[config.mk]
export PLATFORM = sky130hd
export DESIGN_NAME = smem_strobe_gen
export DESIGN_NICKNAME = d
export VERILOG_FILES = /design/src/rtl/smem_strobe_gen.sv
export SDC_FILE = /design/constraint.sdc
export NUM_CORES = 1
export LEC_CHECK = 0
export BUFFER_PORTS_ARGS = -buffer_cell sky130_fd_sc_hd__buf_4
export CELL_PAD_IN_SITES_DETAIL_PLACEMENT = 1
export CELL_PAD_IN_SITES_GLOBAL_PLACEMENT = 2
export CORE_MARGIN = 3
export CORE_UTILIZATION = 31
export DETAILED_ROUTE_END_ITERATION = 12
export PLACE_DENSITY = 0.78
export SYNTH_ARGS = -nofsm -noshare
export SYNTH_HDL_FRONTEND = slang
export SYNTH_SLANG_ARGS = --single-unit
[constraint.sdc]
create_clock -name clk2x -period 2.7 [get_ports clk2x]
set_input_delay 0.135 -clock clk2x [delete_from_list [all_inputs] [get_ports clk2x]]
set_output_delay 0.135 -clock clk2x [all_outputs]
set_load 0.01 [all_outputs]
[src/rtl/smem_strobe_gen.sv]
module smem_strobe_gen #(
  parameter int AW = 16,
  parameter int CW = 6
) (
  input  logic          clk2x,
  input  logic          rst_n,
  input  logic          req,
  input  logic          req_we,
  input  logic [AW-1:0] req_addr,
  input  logic [15:0]   req_wdata,
  input  logic [2:0]    cfg_setup,
  input  logic [2:0]    cfg_hold,
  input  logic [2:0]    cfg_wait,
  input  logic [1:0]    cfg_csoff,
  input  logic          cfg_early,
  input  logic [1:0]    cfg_width,
  output logic          ready,
  output logic          done,
  output logic          cfg_err,
  output logic [15:0]   rd_data,
  output logic [AW-1:0] mem_addr,
  output logic          mem_cs_n,
  output logic          mem_rd_n,
  output logic          mem_wr_n,
  output logic          mem_dq_oe,
  output logic [15:0]   mem_dq_out,
  input  logic [15:0]   mem_dq_in
);

  typedef enum logic [1:0] {IDLE, RUN, FIN} state_t;
  state_t state;

  logic [CW-1:0] cnt, soff_q, pend_q, tot_q, coff_q, cend_q;
  logic [CW-1:0] s_hc, h_hc, p_hc, tot_hc, c_hc;
  logic          we_q, byte_q, early_rd;
  logic          bad_sh, bad_w, bad_cs, bad;
  logic [15:0]   wdata_q;
  logic          run, strobe;

  assign early_rd = !req_we && cfg_early;

  always_comb begin
    if (early_rd)             s_hc = '0;
    else if (cfg_setup == 0)  s_hc = CW'(1);
    else                      s_hc = CW'({cfg_setup, 1'b1});

    if (early_rd)             h_hc = '0;
    else if (cfg_hold == 0)   h_hc = req_we ? CW'(1) : '0;
    else                      h_hc = CW'({cfg_hold, 1'b0});

    p_hc   = CW'({({1'b0, cfg_wait} + 4'd1), 1'b0});
    tot_hc = s_hc + p_hc + h_hc;
    c_hc   = CW'({cfg_csoff, 1'b0});
  end

  assign bad_sh = (cfg_setup != 0) && (cfg_hold == 0) && (cfg_wait == 0);
  assign bad_w  = (cfg_width == 2'd0) || (cfg_width == 2'd3);
  assign bad_cs = CW'({cfg_csoff, 2'b00}) >= tot_hc;
  assign bad    = bad_sh || bad_w || bad_cs;

  always_ff @(posedge clk2x or negedge rst_n) begin
    if (!rst_n) begin
      state    <= IDLE;
      cnt      <= '0;
      soff_q   <= '0;
      pend_q   <= '0;
      tot_q    <= '0;
      coff_q   <= '0;
      cend_q   <= '0;
      we_q     <= 1'b0;
      byte_q   <= 1'b0;
      wdata_q  <= '0;
      mem_addr <= '0;
      cfg_err  <= 1'b0;
    end else begin
      cfg_err <= 1'b0;
      case (state)
        IDLE: if (req) begin
          if (bad) begin
            cfg_err <= 1'b1;
          end else begin
            state    <= RUN;
            cnt      <= '0;
            soff_q   <= s_hc;
            pend_q   <= s_hc + p_hc;
            tot_q    <= tot_hc;
            coff_q   <= c_hc;
            cend_q   <= tot_hc - c_hc;
            we_q     <= req_we;
            byte_q   <= (cfg_width == 2'd2);
            wdata_q  <= req_wdata;
            mem_addr <= req_addr;
          end
        end
        RUN: begin
          cnt <= cnt + 1'b1;
          if (cnt == tot_q - 1'b1) state <= FIN;
        end
        default: state <= IDLE;
      endcase
    end
  end

  always_ff @(posedge clk2x or negedge rst_n) begin
    if (!rst_n) rd_data <= '0;
    else if (run && !we_q && cnt == pend_q - 1'b1)
      rd_data <= byte_q ? {8'h00, mem_dq_in[7:0]} : mem_dq_in;
  end

  assign run        = (state == RUN);
  assign ready      = (state == IDLE);
  assign done       = (state == FIN);
  assign strobe     = run && (cnt >= soff_q) && (cnt < pend_q);
  assign mem_cs_n   = !(run && (cnt >= coff_q) && (cnt < cend_q));
  assign mem_rd_n   = !(strobe && !we_q);
  assign mem_wr_n   = !(strobe && we_q);
  assign mem_dq_oe  = run && we_q;
  assign mem_dq_out = byte_q ? {8'h00, wdata_q[7:0]} : wdata_q;

endmodule

==> flow_metrics.tcl <==
set metrics [dict create \
    outcome "finished, violations left" \
    failing_checks "hold timing, setup timing" \
    final_max_slew_viol_count 0 \
    crit_slowest_cell "sky130_fd_sc_hd__or4_4" \
    clock-skew-final_ps 10.2 \
    htree_levels 3 \
    irDropWorstVdd_v 0.000411 \
    cts.sink_count 81 \
    synthesis.instances 430 \
    port-buffer-count 120 \
    grt_first_pass_wirelength_um 21000 \
    final-setup-viol-count 64 \
    drtAntennaViolNets 0 \
    synth_top_family_by_area "multiplexers" \
    synth_fp_nets 532 \
    floorplan.die_area_mm2 0.0170 \
    final_nets 712 \
    finalHoldWorstSlack_ps -36.7 \
    first_pass_iters 4 \
    critical_path_peak_fanout 7 \
    initial_core_util_pct 32.4 \
    synth_compound_gate_area_share_pct 8.01 \
    setup.worst_path.start "req_we" \
    die-width_um 131 \
    clockPowerShare_pct 16.9 \
    cp-end-kind "register" \
    p_switching_mw 2.78 \
    pwr-share-seq_pct 29.5 \
    top_level_ports 121 \
    synth_area_leader_cell "sky130_fd_sc_hd__dfrtp_1" \
    detailedPlace.worstSlack_ps -835 \
    ctsLongestPathBuffers 2 \
    adder_and_majority_cell_fraction_of_the_synthesized_area_pct 9.83 \
    vertical_die_dimension_um 131 \
    finish.cell_count_without_fillers 799 \
    ys.warnings.count 0 \
    synth_area_mm2 0.00481 \
    timing_worst_setup_path_type "in -> reg" \
    placer_congestion_estimate 0.824 \
    required_ps 2940 \
    proportion_of_synthesized_area_in_mux_cells_pct 16.9 \
    synthArstFlopShare_pct 100 \
    cp_cell_sequence "buf_6, nand2b_4, and2_4, ha_4, fa_2, xor2_2, ha_4, or2_4, or4_4, a211oi_2, a211oi_2, o2111a_2, buf_12, clkbuf_16, buf_12, mux2_4" \
    vias_per_cell 4.87 \
    synth.ff_latch_count 81 \
    internal-power_mw 4.76 \
    max-slew-margin-rel_pct 29.9 \
    timing.final.hold_violations 18 \
    power.share.combinational_pct 53.6 \
    cts.root.buffer_cell "sky130_fd_sc_hd__clkbuf_16" \
    grt_antenna_before_repair 0 \
    synthesis.area_per_instance_um2 11.2 \
    synth_xor_area_share_pct 4.01 \
    dr.first_iter.drc_count 117 \
    vias 3888 \
    cellPowerDensity_mw_per_mm2 1050 \
    grt_overflow_total 0 \
    switching_share_pct 36.8 \
    area_delta_synth_final_pct 49.0 \
    placementRows 44 \
    wl_um 14700 \
    synth_seq_area_share_pct 42.1 \
    grt_start_max_net_pins 82 \
    maxClockFrequency_ghz 0.303 \
    finalWorstPathRequiredPeriod_ps 3310 \
    power_leakage_nw 3.48 \
    antenna-diode-count 0 \
    design.core.area_mm2 0.0149 \
    crit_path_max_incr_delay_ps 520 \
    class_of_the_most_critical_hold_timing_path "in -> async" \
    worst-slew-pin-transition_ps 1050 \
    synth_simple_gate_area_share_pct 12.8 \
    synth_area_leaders "sky130_fd_sc_hd__dfrtp_1 42%, sky130_fd_sc_hd__mux2_4 8.7%, sky130_fd_sc_hd__ha_1 8.6%" \
    grt_pass1_vias 4111 \
    final_min_period_over_clock_period_pct 122 \
    yosys.cell_types.count 48 \
    synth_edf_count 0 \
    dp.final_hpwl_um 10300 \
    worst_setup_hold_path_clk_slew_ps 70 \
    tritoncts "yes" \
    fillCellCount 1591 \
    cts_inserted_buffers 9 \
    postLayoutSetupSlackWorst_ps -605 \
    maxCapViolations 0 \
    grt_setup_unrepaired "yes" \
    synth.top_cell.area_share_pct 42.1 \
    numPlacedInstances 757 \
    post_route_cells_drive_above_1_share_pct 48.0 \
    critical_path_arrival_ps 3540 \
    final_cell_mix "172 x sky130_fd_sc_hd__buf_4, 81 x sky130_fd_sc_hd__dfrtp_1, 43 x sky130_fd_sc_hd__mux2_4" \
    remaining_drc_errors 0 \
    cp-start-kind "primary input" \
    clock_latency_ps 350 \
    ys.flop_type "sky130_fd_sc_hd__dfrtp_1" \
    drt-wirelength-per-cell_um 18.4 \
    grt.total_usage_pct 15.9 \
    worstReg2RegStart "cnt[0]" \
    setup_tns_ps -31210 \
    mostFrequentLayoutCell "sky130_fd_sc_hd__buf_4" \
]
## worst paths after layout
check	endpoint	slack [ps]	cells after the start
hold / removal	rd_data[4]	-40	1
hold reg to reg	wdata_q[8]	510	1
setup reg to reg	rd_data[7]	210	7
setup / recovery	wdata_q[9]	-610	16
min in group clk2x	wdata_q[5]	10	2
max in group asynchronous	cnt[2]	2060	1
## routing by layer
metal / global-route usage, % / vias up / share of wire (%)
met3: 3.37 / 13 / 3.5
met4: 4.05 / 0 / 0.95
met2: 28.2 / 76 / 53
met5: 0 / - / 0
met1: 19.6 / 1940 / 42
li1: - / 1859 / -
## cell usage after synthesis, drive strengths merged, types with 2 or more instances
cell	count
a2111oi	3
a211oi	4
a21o	4
a21oi	10
a311o	4
a31oi	3
and2	10
and3	8
buf	17
clkbuf	7
dfrtp	81
fa	3
ha	33
inv	39
mux2	53
mux2i	11
nand2	14
nand2b	8
nand3	8
nand3b	9
nor2	8
nor2b	16
nor3	8
nor4	4
o21a	2
o21ai	18
o22ai	2
o31ai	2
or2	3
or3	3
or4	2
xnor2	12
xor2	10
## worst max-delay path, delay by kind of cell
family / cells / cell delay [ps]
AND/OR/NAND/NOR: 4 / 1060
adder cells (fa/ha/maj): 3 / 700
AO/OA/AOI/OAI: 3 / 600
buffers and inverters: 4 / 540
multiplexers: 1 / 290
XOR/XNOR: 1 / 210
## power by group through the flow
stage	registers [mW]	logic, mW	clock network (mW)
global placement	2.20	3.28	0
finish	2.22	4.04	1.28
floorplan	2.14	2.14	0
detailed placement	2.22	3.43	0
global route	2.31	4.41	1.38
CTS	2.22	3.60	1.31
## layout make-up
cell class              count  area, um2  share of cell area [%]
inverters                  39        146                    2.04
flip-flops and latches     81       2030                    28.3
clock buffers               9        225                    3.14
multi-input cells         286       2810                    39.2
repair buffers            193       1650                    23.0
clock inverters             7       83.8                    1.17
well taps                 184        230                    3.21
## repair_timing
item,CTS,global route
gates cloned,0,4
pin swaps,10,17
gates resized for setup,17,37
hold buffers,0,3
hold endpoints to repair,0,3
endpoints found under the setup margin,65,66
setup buffers,3,16
## cell families after synthesis
family,count (synthesis)
buffers and inverters,63
AOI/OAI and AO/OA,58
xor gates and xnor gates,22
DFF,81
and+or+nand+nor,106
muxes,64
adders and majority gates,36
## through the flow
step	utilization (%)	hold slack (ps)	power [mW]	area [um2]
5_1_grt	48.2	0.202	8.10	7170
4_1_cts	45.0	0.311	7.12	6680
6_report	48.2	-36.7	7.54	7170
3_5_place_dp	42.1	370	5.65	6250
3_3_place_gp	42.1	367	5.49	6250
2_1_floorplan	-	-161	4.29	4920
## state kept, by name (all words and copies together) (netlist names), 3 cells and up
name / cells
tot_q: 6
soff_q: 3
cnt: 6
mem_addr: 16
rd_data: 16
wdata_q: 16
cend_q: 5
pend_q: 6
Note: power is estimated with default switching activity, not from simulation.
